### src/rtl/dma_chan_pkg.sv
package dma_chan_pkg;

    typedef enum logic [1:0] {
        XS_IDLE  = 2'd0,
        XS_READ  = 2'd1,
        XS_WRITE = 2'd2
    } xfer_state_e;

    // packed so that field order equals bit order in the control byte
    typedef struct packed {
        logic dst_fwd;
        logic src_fwd;
        logic enable;
        logic pending;
        logic repeat_md;
        logic byte_unit;
    } dma_ctrl_t;

    localparam int CTRL_BITS = 6;

    localparam logic [1:0] SEL_CTRL = 2'd0;
    localparam logic [1:0] SEL_SRC  = 2'd1;
    localparam logic [1:0] SEL_DST  = 2'd2;
    localparam logic [1:0] SEL_CNT  = 2'd3;

endpackage

### src/rtl/dma_ctrl_reg.sv
module dma_ctrl_reg
    import dma_chan_pkg::*;
(
    input  logic                 clk,
    input  logic                 rst_n,
    input  logic                 wr_en,
    input  logic [CTRL_BITS-1:0] wdata,
    input  logic                 req_strobe,
    input  logic                 consume,
    input  logic                 tc_stop,
    output dma_ctrl_t            ctrl_o
);

    dma_ctrl_t ctrl_d, ctrl_q;

    always_comb begin
        ctrl_d = ctrl_q;
        if (consume) ctrl_d.pending = 1'b0;
        if (tc_stop) ctrl_d.enable  = 1'b0;
        if (wr_en) begin
            ctrl_d.byte_unit = wdata[0];
            ctrl_d.repeat_md = wdata[1];
            ctrl_d.enable    = wdata[3];
            ctrl_d.src_fwd   = wdata[4];
            ctrl_d.dst_fwd   = wdata[5] & ~wdata[4];
            if (!wdata[2]) ctrl_d.pending = 1'b0;
        end
        if (req_strobe) ctrl_d.pending = 1'b1;
    end

    always_ff @(posedge clk or negedge rst_n) begin
        if (!rst_n) ctrl_q <= '0;
        else        ctrl_q <= ctrl_d;
    end

    assign ctrl_o = ctrl_q;


    pend_set_chk: assert property (@(posedge clk) disable iff (!rst_n)
        req_strobe |=> ctrl_q.pending);


    pend_keep_chk: assert property (@(posedge clk) disable iff (!rst_n)
        (wr_en && wdata[2] && !req_strobe && !consume) |=> $stable(ctrl_q.pending));


    dir_excl_chk: assert property (@(posedge clk) disable iff (!rst_n)
        (wr_en && wdata[4]) |=> !ctrl_q.dst_fwd);


    stop_off_chk: assert property (@(posedge clk) disable iff (!rst_n)
        (tc_stop && !wr_en) |=> !ctrl_q.enable);


    consume_clr_chk: assert property (@(posedge clk) disable iff (!rst_n)
        (consume && !req_strobe) |=> !ctrl_q.pending);

endmodule

### src/rtl/dma_count_unit.sv
module dma_count_unit #(
    parameter int CW = 16
) (
    input  logic          clk,
    input  logic          rst_n,
    input  logic          wr_en,
    input  logic [CW-1:0] wdata,
    input  logic          step,
    input  logic          repeat_md,
    output logic [CW-1:0] cnt_o,
    output logic          tc_o
);

    localparam logic [CW-1:0] CNT_ONE = CW'(1);

    typedef struct packed {
        logic [CW-1:0] cnt;
        logic [CW-1:0] rld;
    } cnt_st_t;

    cnt_st_t st_d, st_q;
    logic    at_last;

    assign at_last = (st_q.cnt == CNT_ONE);

    always_comb begin
        st_d = st_q;
        if (wr_en) begin
            st_d.cnt = wdata;
            st_d.rld = wdata;
        end else if (step) begin
            if (at_last && repeat_md) st_d.cnt = st_q.rld;
            else                      st_d.cnt = st_q.cnt - CNT_ONE;
        end
    end

    always_ff @(posedge clk or negedge rst_n) begin
        if (!rst_n) st_q <= '0;
        else        st_q <= st_d;
    end

    assign cnt_o = st_q.cnt;
    assign tc_o  = step && at_last;


    cnt_dec_chk: assert property (@(posedge clk) disable iff (!rst_n)
        (step && !wr_en && st_q.cnt != CNT_ONE) |=> st_q.cnt == $past(st_q.cnt) - CNT_ONE);


    cnt_reload_chk: assert property (@(posedge clk) disable iff (!rst_n)
        (step && !wr_en && st_q.cnt == CNT_ONE && repeat_md) |=> st_q.cnt == st_q.rld);


    cnt_zero_chk: assert property (@(posedge clk) disable iff (!rst_n)
        (step && !wr_en && st_q.cnt == CNT_ONE && !repeat_md) |=> st_q.cnt == '0);

endmodule

### src/rtl/dma_addr_unit.sv
module dma_addr_unit #(
    parameter int AW = 16
) (
    input  logic          clk,
    input  logic          rst_n,
    input  logic          wr_en,
    input  logic [AW-1:0] wdata,
    input  logic          step,
    input  logic          fwd,
    input  logic          byte_unit,
    input  logic          reload,
    output logic [AW-1:0] addr_o
);

    localparam logic [AW-1:0] INC_BYTE = AW'(1);
    localparam logic [AW-1:0] INC_WORD = AW'(2);

    typedef struct packed {
        logic [AW-1:0] cur;
        logic [AW-1:0] rld;
    } addr_st_t;

    addr_st_t st_d, st_q;

    always_comb begin
        st_d = st_q;
        if (wr_en) begin
            st_d.cur = wdata;
            st_d.rld = wdata;
        end else if (step) begin
            if (reload)   st_d.cur = st_q.rld;
            else if (fwd) st_d.cur = st_q.cur + (byte_unit ? INC_BYTE : INC_WORD);
        end
    end

    always_ff @(posedge clk or negedge rst_n) begin
        if (!rst_n) st_q <= '0;
        else        st_q <= st_d;
    end

    assign addr_o = st_q.cur;


    addr_hold_chk: assert property (@(posedge clk) disable iff (!rst_n)
        (step && !fwd && !reload && !wr_en) |=> $stable(st_q.cur));


    addr_adv_chk: assert property (@(posedge clk) disable iff (!rst_n)
        (step && fwd && !reload && !wr_en) |=>
            st_q.cur == $past(st_q.cur) + ($past(byte_unit) ? INC_BYTE : INC_WORD));


    addr_reload_chk: assert property (@(posedge clk) disable iff (!rst_n)
        (step && reload && !wr_en) |=> st_q.cur == st_q.rld);

endmodule

### src/rtl/dma_xfer_fsm.sv
module dma_xfer_fsm
    import dma_chan_pkg::*;
#(
    parameter int AW = 16,
    parameter int DW = 16
) (
    input  logic          clk,
    input  logic          rst_n,
    input  logic          go,
    input  logic          bus_gnt,
    input  logic [DW-1:0] bus_rdata,
    input  logic [AW-1:0] src_addr,
    input  logic [AW-1:0] dst_addr,
    output logic          bus_req,
    output logic          bus_cyc,
    output logic          bus_we,
    output logic [AW-1:0] bus_addr,
    output logic [DW-1:0] bus_wdata,
    output logic          consume,
    output logic          step
);

    typedef struct packed {
        xfer_state_e   st;
        logic [DW-1:0] hold;
    } fsm_st_t;

    fsm_st_t st_d, st_q;

    always_comb begin
        st_d    = st_q;
        consume = 1'b0;
        step    = 1'b0;
        unique case (st_q.st)
            XS_IDLE: begin
                if (go) begin
                    consume = 1'b1;
                    st_d.st = XS_READ;
                end
            end
            XS_READ: begin
                if (bus_gnt) begin
                    st_d.hold = bus_rdata;
                    st_d.st   = XS_WRITE;
                end
            end
            XS_WRITE: begin
                if (bus_gnt) begin
                    step    = 1'b1;
                    st_d.st = XS_IDLE;
                end
            end
            default: st_d.st = XS_IDLE;
        endcase
    end

    always_ff @(posedge clk or negedge rst_n) begin
        if (!rst_n) st_q <= '{st: XS_IDLE, hold: '0};
        else        st_q <= st_d;
    end

    assign bus_req   = (st_q.st != XS_IDLE);
    assign bus_cyc   = bus_req && bus_gnt;
    assign bus_we    = (st_q.st == XS_WRITE);
    assign bus_addr  = bus_we ? dst_addr : src_addr;
    assign bus_wdata = st_q.hold;


    go_start_chk: assert property (@(posedge clk) disable iff (!rst_n)
        (st_q.st == XS_IDLE && go) |=> st_q.st == XS_READ);


    wr_follows_rd_chk: assert property (@(posedge clk) disable iff (!rst_n)
        (st_q.st == XS_READ && bus_gnt) |=> st_q.st == XS_WRITE);


    wr_after_rd_chk: assert property (@(posedge clk) disable iff (!rst_n)
        (st_q.st == XS_WRITE) |-> ($past(st_q.st) == XS_READ || $past(st_q.st) == XS_WRITE));


    stall_chk: assert property (@(posedge clk) disable iff (!rst_n)
        (st_q.st != XS_IDLE && !bus_gnt) |=> $stable(st_q.st));

endmodule

### src/rtl/dma_chan_engine.sv
module dma_chan_engine
    import dma_chan_pkg::*;
#(
    parameter int AW = 16,
    parameter int CW = 16,
    parameter int DW = 16,
    parameter int RW = 16
) (
    input  logic          clk,
    input  logic          rst_n,
    input  logic          reg_wr,
    input  logic [1:0]    reg_sel,
    input  logic [RW-1:0] reg_wdata,
    output logic [RW-1:0] reg_rdata,
    input  logic          req_strobe,
    output logic          bus_req,
    input  logic          bus_gnt,
    output logic          bus_cyc,
    output logic          bus_we,
    output logic          bus_byte,
    output logic [AW-1:0] bus_addr,
    output logic [DW-1:0] bus_wdata,
    input  logic [DW-1:0] bus_rdata,
    output logic          xfer_done
);

    localparam int N_ADDR = 2;
    localparam int IDX_SRC = 0;
    localparam int IDX_DST = 1;

    typedef struct packed {
        logic done;
    } top_st_t;

    dma_ctrl_t     ctrl;
    logic          consume, step, tc, tc_stop, tc_reload, go;
    logic [CW-1:0] cnt;
    logic [N_ADDR-1:0] a_wr, a_fwd;
    logic [AW-1:0] a_val [N_ADDR];
    top_st_t       top_d, top_q;

    assign go        = ctrl.enable && ctrl.pending;
    assign tc_stop   = tc && !ctrl.repeat_md;
    assign tc_reload = tc && ctrl.repeat_md;

    assign a_wr[IDX_SRC]  = reg_wr && (reg_sel == SEL_SRC);
    assign a_wr[IDX_DST]  = reg_wr && (reg_sel == SEL_DST);
    assign a_fwd[IDX_SRC] = ctrl.src_fwd;
    assign a_fwd[IDX_DST] = ctrl.dst_fwd;

    dma_ctrl_reg u_ctrl (
        .clk        (clk),
        .rst_n      (rst_n),
        .wr_en      (reg_wr && (reg_sel == SEL_CTRL)),
        .wdata      (reg_wdata[CTRL_BITS-1:0]),
        .req_strobe (req_strobe),
        .consume    (consume),
        .tc_stop    (tc_stop),
        .ctrl_o     (ctrl)
    );

    dma_count_unit #(.CW(CW)) u_cnt (
        .clk       (clk),
        .rst_n     (rst_n),
        .wr_en     (reg_wr && (reg_sel == SEL_CNT)),
        .wdata     (reg_wdata[CW-1:0]),
        .step      (step),
        .repeat_md (ctrl.repeat_md),
        .cnt_o     (cnt),
        .tc_o      (tc)
    );

    for (genvar g = 0; g < N_ADDR; g++) begin : g_addr
        dma_addr_unit #(.AW(AW)) u_addr (
            .clk       (clk),
            .rst_n     (rst_n),
            .wr_en     (a_wr[g]),
            .wdata     (reg_wdata[AW-1:0]),
            .step      (step),
            .fwd       (a_fwd[g]),
            .byte_unit (ctrl.byte_unit),
            .reload    (tc_reload),
            .addr_o    (a_val[g])
        );
    end

    dma_xfer_fsm #(.AW(AW), .DW(DW)) u_fsm (
        .clk       (clk),
        .rst_n     (rst_n),
        .go        (go),
        .bus_gnt   (bus_gnt),
        .bus_rdata (bus_rdata),
        .src_addr  (a_val[IDX_SRC]),
        .dst_addr  (a_val[IDX_DST]),
        .bus_req   (bus_req),
        .bus_cyc   (bus_cyc),
        .bus_we    (bus_we),
        .bus_addr  (bus_addr),
        .bus_wdata (bus_wdata),
        .consume   (consume),
        .step      (step)
    );

    always_comb begin
        top_d      = top_q;
        top_d.done = tc;
    end

    always_ff @(posedge clk or negedge rst_n) begin
        if (!rst_n) top_q <= '0;
        else        top_q <= top_d;
    end

    assign xfer_done = top_q.done;
    assign bus_byte  = ctrl.byte_unit;

    always_comb begin
        reg_rdata = '0;
        unique case (reg_sel)
            SEL_CTRL: reg_rdata[CTRL_BITS-1:0] = ctrl;
            SEL_SRC:  reg_rdata[AW-1:0]        = a_val[IDX_SRC];
            SEL_DST:  reg_rdata[AW-1:0]        = a_val[IDX_DST];
            default:  reg_rdata[CW-1:0]        = cnt;
        endcase
    end


    done_pulse_chk: assert property (@(posedge clk) disable iff (!rst_n)
        xfer_done |=> !xfer_done);


    no_req_off_chk: assert property (@(posedge clk) disable iff (!rst_n)
        (!bus_req && !ctrl.enable) |=> !bus_req);


    rep_stay_on_chk: assert property (@(posedge clk) disable iff (!rst_n)
        (tc_reload && !reg_wr) |=> ctrl.enable);

endmodule

### config.mk
export PLATFORM = sky130hd
export DESIGN_NAME = dma_chan_engine
export DESIGN_NICKNAME = d
export VERILOG_FILES = /design/src/rtl/dma_chan_pkg.sv /design/src/rtl/dma_ctrl_reg.sv /design/src/rtl/dma_count_unit.sv /design/src/rtl/dma_addr_unit.sv /design/src/rtl/dma_xfer_fsm.sv /design/src/rtl/dma_chan_engine.sv
export SDC_FILE = /design/constraint.sdc
export NUM_CORES = 1
export LEC_CHECK = 0
export BUFFER_PORTS_ARGS = -buffer_cell sky130_fd_sc_hd__buf_2
export CAP_MARGIN = 20
export CORE_MARGIN = 2
export CORE_UTILIZATION = 35
export CTS_BUF_LIST = sky130_fd_sc_hd__clkbuf_2 sky130_fd_sc_hd__clkbuf_4 sky130_fd_sc_hd__clkbuf_8
export DETAILED_ROUTE_END_ITERATION = 10
export GPL_TIMING_DRIVEN = 0
export PLACE_DENSITY = 0.55
export SETUP_SLACK_MARGIN = 0.3
export SLEW_MARGIN = 20
export SYNTH_ARGS = -nofsm -noshare
export SYNTH_HDL_FRONTEND = slang
export SYNTH_HIERARCHICAL = 1
export SYNTH_SLANG_ARGS = --single-unit
### constraint.sdc
create_clock -name clk -period 9.3 [get_ports clk]
set_input_delay 1.395 -clock clk [delete_from_list [all_inputs] [get_ports clk]]
set_output_delay 1.395 -clock clk [all_outputs]
set_load 0.1 [all_outputs]
==> impl_metrics.env, run 1 <==
export IMPL_diodes=0
export IMPL_worstHoldStart="u_fsm/st_q[17]$_DFFE_PN0P_"
export IMPL_cp_arrival_ns=4.79
export IMPL_critPathRequiredTime_ns=9.64
export IMPL_cts_hold_buf=0
export IMPL_yosysUniqueCellTypes=72
export IMPL_core_mm2=0.0218
export IMPL_clock_latency_ns=0.45
export IMPL_fin_util_pct=41.6
export IMPL_syn_area_per_cell_um2=10.1
export IMPL_grt_max_degree=70
export IMPL_synth_mux_area_share_pct=16.0
export IMPL_drt_wirelength_per_cell_um=20.1
export IMPL_synth_top_cell_area_share_pct=39.3
export IMPL_hpwl_um=17500
export IMPL_grt_pass1_wl_um=36400
export IMPL_clockBufferDepth=2
export IMPL_setup_viol=0
export IMPL_crit_chain="buf_2 > inv_1 > nor2_2 > clkbuf_1 > and3_2 > and2_1 > clkbuf_1 > o21ai_0 > nand2_1 > buf_2 > o221ai_1 > a2bb2oi_1"
export IMPL_max_stage_delay_ns=0.62
export IMPL_period_share_pct=47.8
export IMPL_min_delay_path_depth=1
export IMPL_rsz0062_at_grt="no"
export IMPL_hold_viol=0
export IMPL_netlist_area_mm2=0.00771
export IMPL_synth_main_ff_cell="dfrtp_1"
export IMPL_ff2ff_path_depth=13
export IMPL_cts_resized=0
export IMPL_cts_setup_buffers=0
export IMPL_startpoint_type="input pin"
export IMPL_whs_endpoint="u_fsm/st_q[16]$_DFFE_PN0P_"
export IMPL_grt_overflow_total=0
export IMPL_drv_slew=0
export IMPL_nets=925
export IMPL_synth_nets=814
export IMPL_initial_core_util_pct=35.4
export IMPL_gp_congestion=0.886
export IMPL_fmax_mhz=225
export IMPL_synth_edf_count=0
export IMPL_layout_commonest_cell="dfrtp_1"
export IMPL_regToRegStartpoint="u_fsm/st_q[16]$_DFFE_PN0P_"
export IMPL_yosys_warnings=6
export IMPL_synthXorXnorAreaFrac_pct=1.93
export IMPL_status="complete, no violations"
export IMPL_cts_buffers=17
export IMPL_cp_end_kind="flip-flop"
export IMPL_ir_drop_v=0.000212
export IMPL_numPortBuffers=91
export IMPL_path_max_fanout=15
export IMPL_dieArea_mm2=0.0232
export IMPL_ys_ff_latch=121
export IMPL_tritoncts="built"
export IMPL_ctsHtreeMaxLevel=4
export IMPL_final_layout_size_suffix_gt1_share_pct=35.8
export IMPL_clkTransAtPathRegs_ns=0.07
export IMPL_antenna_found_initial=0
export IMPL_synthAdderAreaFrac_pct=1.49
export IMPL_tns_ns=0
export IMPL_area_delta_synth_final_pct=17.3
export IMPL_hold_path_class="flip-flop to flip-flop"
export IMPL_synth_area_leader_cell="dfrtp_1"
export IMPL_vias_per_cell=5.45
export IMPL_r2r_setup_slack_ns=5.11
export IMPL_drv_cap=0
export IMPL_maxSlewHeadroom_pct=47.2
export IMPL_root_buffer="clkbuf_8"
export IMPL_reg2reg_to="g_addr[1].u_addr/addr_o[7]$_DFFE_PN0P_"
export IMPL_die_x_um=152
export IMPL_p_leak_nw=4.06
export IMPL_powerDensity_mw_per_mm2=327
export IMPL_worstSetupPathType="input pin to flip-flop"
export IMPL_drc=0
export IMPL_layout_common_cells="dfrtp_1, buf_2, mux2_2, buf_4, o21ai_0"
export IMPL_cts_sinks=121
export IMPL_synth_top_family_by_area="compound AO/OA/AOI/OAI gates"
export IMPL_crit_slowest_cell="nor2_2"
export IMPL_synth_area_leaders="dfrtp_1, mux2_2, buf_4"
export IMPL_grt_pass1_vias=6106
export IMPL_drt_wl_total_um=23500
export IMPL_synth_seq_area_share_pct=39.3
export IMPL_fp_row_count=54
export IMPL_antenna_left=0
export IMPL_worstMarginPinSlew_ns=0.790
export IMPL_pin_count=92
export IMPL_netlist_instances=767
export IMPL_synth_compound_area_share_pct=16.5
export IMPL_dieHeight_um=152
export IMPL_vias=6373
export IMPL_finalClockSkew_ns=0.00897
export IMPL_dr_pass1_iters=5
export IMPL_async_reset_ff_share_pct=100
export IMPL_track_usage_pct=20.3
export IMPL_synth_simple_area_share_pct=14.2
export IMPL_drt_iter0_drc=460
export IMPL_layout_min_cycle_time_ns=4.44
==> synth_stat cells (5+ instances only) <==
cell	count
a211oi_1	7
a21oi_1	30
a22o_1	18
a22oi_1	8
a31oi_1	25
and2_1	8
and3_1	15
buf_2	18
buf_4	64
buf_6	5
clkbuf_1	17
dfrtp_1	121
ha_1	6
inv_1	22
mux2_1	9
mux2_2	64
mux2_4	11
mux2i_1	11
mux4_2	6
nand2_1	44
nand2b_1	13
nand3_1	14
nand4_1	5
nor2_1	42
nor2b_1	10
nor3_1	12
o21ai_0	50
o22a_1	6
xnor2_1	10
xor2_1	7
==> report_power, final <==
group / switching (W) / internal [W]
Combinational: 0.00105 / 0.000484
Clock: 0.000217 / 0.000363
Sequential: 0.000174 / 0.000676
==> metal layers <==
layer	global-route usage, %	routed length, µm	vias up
met5	0	0	-
met3	4.58	1310	26
li1	-	-	2964
met1	28.2	10900	3169
met2	31.7	10900	214
met4	5.82	384	0
==> kinds of logic after synthesis <==
family,after synthesis
XOR/XNOR,17
AND/OR/NAND/NOR,199
flip-flops,121
buffers and inverters,130
multiplexers,101
AO/OA/AOI/OAI,191
adder cells (fa/ha/maj),8
==> worst max path at each step <==
stage,startpoint,endpoint,cells past startpoint
floorplan,reg_sel[0],reg_rdata[10],3
global route,bus_gnt,g_addr[1].u_addr/addr_o[7]$_DFFE_PN0P_,12
detailed placement,bus_gnt,g_addr[1].u_addr/addr_o[7]$_DFFE_PN0P_,12
global placement,bus_gnt,g_addr[0].u_addr/addr_o[4]$_DFFE_PN0P_,12
finish,bus_gnt,g_addr[1].u_addr/addr_o[7]$_DFFE_PN0P_,12
CTS,bus_gnt,g_addr[1].u_addr/addr_o[7]$_DFFE_PN0P_,12
==> worst max-delay path: cells and delay by family <==
family                 cells  cell delay [ns]
buffers and inverters      5             1.37
AOI/OAI and AO/OA          3             0.60
and+or+nand+nor            4             1.40
==> flip-flops by register name (all words and copies together) (netlist names) <==
signal,count
g_addr.u_addr/addr_o,32
g_addr.u_addr/st_q,32
u_cnt/cnt_o,16
u_cnt/st_q,16
u_ctrl/ctrl_o,6
u_fsm/bus_wdata,16
u_fsm/st_q,2
xfer_done,1
==> stage by stage <==
| step | hold slack [ns] | setup WS (ns) | total power [W] | cells | cell area, µm² |
|---|---|---|---|---|---|
| 4_1_cts | 0.473 | 4.95 | 0.00298 | 1170 | 9040 |
| 3_3_place_gp | 0.456 | 4.12 | 0.00238 | 1138 | 8520 |
| 5_1_grt | 0.491 | 4.59 | 0.00311 | 1170 | 9040 |
| 6_report | 0.471 | 4.86 | 0.00296 | 1170 | 9040 |
| 3_5_place_dp | 0.463 | 4.48 | 0.00239 | 1139 | 8560 |
| 2_1_floorplan | 0.441 | 5.41 | 0.00209 | 767 | 7710 |
==> cell type report <==
cell class	count	area, µm²
plain buffers	108	734
clock buffers	24	324
clock inverters	7	160
fillers	2176	12700
inverters	22	82.6
multi-input cells	516	3870
flip-flops and latches	121	3030
well taps	280	350
repair buffers	92	493
Note: power is estimated with default switching activity, not from simulation.
==> inputs of run 2 (changes only) <==
==> constraint.sdc (replaced) <==
create_clock -name clk -period 4.2 [get_ports clk]
set_input_delay 0.63 -clock clk [delete_from_list [all_inputs] [get_ports clk]]
set_output_delay 0.63 -clock clk [all_outputs]
set_load 0.1 [all_outputs]
==> run 2 against run 1 <==
  * Clock power increased by 120%
  * Sequential share of layout area is 0.18 points lower
  * Cell count increased by 0.34%
  * Global-route usage unchanged
  * Sequential power is 120% higher
  * Register-to-register slack worse by 4.5 ns
  * Die area is the same
  * Count of clock-buffer cells in the layout stayed put
  * Via count unchanged
  * Hold slack lost 0.37 ns
  * Critical path depth fell by 1
==> impl_metrics.env, run 2 (synthesized netlist as in run 1, its figures left out) <==
export IMPL_antenna_found_initial=0
export IMPL_clockBufferDepth=2
export IMPL_antenna_left=0
export IMPL_netSwitchingFraction_pct=48.4
export IMPL_drc=0
export IMPL_cts_buffers=17
export IMPL_path_delay_family="simple AND/OR/NAND/NOR gates"
export IMPL_layout_common_cells="dfrtp_1, buf_2, buf_4"
export IMPL_dp_cells=1139
export IMPL_initial_core_util_pct=35.4
export IMPL_crit_slowest_cell="nor4_4"
export IMPL_maxSlewHeadroom_pct=53.1
export IMPL_drt_wirelength_per_cell_um=20.0
export IMPL_path_max_fanout=10
export IMPL_dr_pass1_iters=5
export IMPL_hold_viol=0
export IMPL_setup_ws_ns=0.652
export IMPL_rsz0062_at_grt="no"
export IMPL_drt_wl_total_um=23500
export IMPL_final_cell_count_no_fill=1174
export IMPL_r2r_setup_slack_ns=0.65
export IMPL_startpoint_type="flip-flop"
export IMPL_critPathRequiredTime_ns=4.51
export IMPL_ff2ff_path_depth=11
export IMPL_grt_pass1_vias=6110
export IMPL_hold_path_class="input pin to asynchronous set/reset pin"
export IMPL_worstMarginPinSlew_ns=0.703
export IMPL_finalClockSkew_ns=0.0100
export IMPL_crit_chain="nor4_4 > and4_1 > buf_6 > and3_2 > and2_1 > clkbuf_1 > o21ai_0 > and2_1 > clkbuf_1 > o21ai_0 > o21ai_0"
export IMPL_hpwl_um=17500
export IMPL_die_x_um=152
export IMPL_cp_arrival_ns=3.86
export IMPL_cpMostUsedCell="o21ai_0"
export IMPL_fp_row_count=54
export IMPL_multi_input_area_mm2=0.00387
export IMPL_grt_pass1_wl_um=36400
export IMPL_core_mm2=0.0218
export IMPL_cts_sinks=121
export IMPL_vias=6373
export IMPL_seq_area_mm2=0.00303
export IMPL_grt_max_degree=70
export IMPL_period_share_pct=84.5
export IMPL_layout_min_cycle_time_ns=3.55
export IMPL_layout_commonest_cell="dfrtp_1"
export IMPL_power_internal_w=0.00339
export IMPL_powerDensity_mw_per_mm2=723
export IMPL_clock_latency_ns=0.45
export IMPL_post_place_ws_ns=0.0992
export IMPL_gp_congestion=0.886
export IMPL_p_leak_nw=4.09
export IMPL_drv_slew=0
export IMPL_fmax_mhz=282
export IMPL_diodes=0
export IMPL_dieArea_mm2=0.0232
export IMPL_root_buffer="clkbuf_8"
export IMPL_clkTransAtPathRegs_ns=0.07
export IMPL_dieHeight_um=152
export IMPL_drv_cap=0
export IMPL_numPortBuffers=91
export IMPL_vias_per_cell=5.43
export IMPL_pwr_share_comb_pct=51.8
export IMPL_nets=929
export IMPL_fillCellCount=2177
export IMPL_area_delta_synth_final_pct=17.9
export IMPL_track_usage_pct=20.3
export IMPL_ctsHtreeMaxLevel=4
export IMPL_tritoncts="built"
export IMPL_p_sw_w=0.00318
export IMPL_tns_ns=0
export IMPL_power_frac_seq_pct=28.6
export IMPL_final_layout_size_suffix_gt1_share_pct=36.4
export IMPL_setup_viol=0
export IMPL_grt_overflow_total=0
export IMPL_max_stage_delay_ns=0.58
export IMPL_drt_iter0_drc=495
export IMPL_worstSetupPathType="flip-flop to flip-flop"
export IMPL_p_clk_share_pct=19.6
export IMPL_cp_end_kind="flip-flop"
export IMPL_pin_count=92
export IMPL_critical_path_depth=11
export IMPL_path_buf_inv=3
export IMPL_status="complete, no violations"
export IMPL_ir_drop_v=0.000470
[run 2: routing by layer]
layer	wire, µm	GRT usage (%)
met4	385	5.82
met2	10900	31.7
met1	10800	28.3
met3	1390	4.55
met5	0	0
[run 2: cell type report]
cell class / count / area share (%)
Buffer: 108 / 8.11
Clock buffer: 24 / 3.57
Clock inverter: 7 / 1.76
Inverter: 22 / 0.908
Multi-Input combinational cell: 516 / 42.6
Sequential cell: 121 / 33.3
Tap cell: 280 / 3.85
Timing Repair Buffer: 96 / 5.89
[run 2: repair_timing]
action,CTS,global route
gates cloned,0,0
hold buffers,0,0
endpoints found under the hold margin,0,0
pin swaps,0,1
endpoints found under the setup margin,27,29
gates resized for setup,1,4
setup buffers,0,4
[run 2: worst paths after layout]
| check | to | from |
|---|---|---|
| max | g_addr[0].u_addr/addr_o[8]$_DFFE_PN0P_ | u_cnt/cnt_o[4]$_DFFE_PN0P_ |
| min | g_addr[0].u_addr/addr_o[13]$_DFFE_PN0P_ | rst_n |
| max reg2reg | g_addr[0].u_addr/addr_o[8]$_DFFE_PN0P_ | u_cnt/cnt_o[4]$_DFFE_PN0P_ |
| min reg2reg | u_fsm/st_q[16]$_DFFE_PN0P_ | u_fsm/st_q[17]$_DFFE_PN0P_ |
| max in group asynchronous | u_cnt/cnt_o[5]$_DFFE_PN0P_ | rst_n |
| min in group clk | u_ctrl/ctrl_o[2]$_DFF_PN0_ | req_strobe |
[run 2: per-stage QoR]
stage	total power (W)	utilization [%]	area, µm²	hold WS, ns
2_1_floorplan	0.00462	-	7710	0.334
3_3_place_gp	0.00526	39.1	8520	0.456
3_5_place_dp	0.00528	39.3	8560	0.463
4_1_cts	0.00659	41.6	9040	0.0975
5_1_grt	0.00690	41.8	9090	0.109
6_report	0.00657	41.8	9090	0.105
[run 2: worst reg2reg max path, stage by stage, from the launching register on]
cell and delay, ns:
dfrtp_1 0.49, nor4_4 0.58, and4_1 0.32, buf_6 0.13, and3_2 0.23, and2_1 0.22
clkbuf_1 0.39, o21ai_0 0.21, and2_1 0.27, clkbuf_1 0.27, o21ai_0 0.21, o21ai_0 0.10
[run 2: power by group through the flow]
stage	sequential [W]	combinational (W)	clock, W
6_report	0.00188	0.00340	0.00129
5_1_grt	0.00193	0.00361	0.00136
4_1_cts	0.00188	0.00340	0.00132
3_5_place_dp	0.00190	0.00339	0
3_3_place_gp	0.00189	0.00338	0
2_1_floorplan	0.00178	0.00284	0
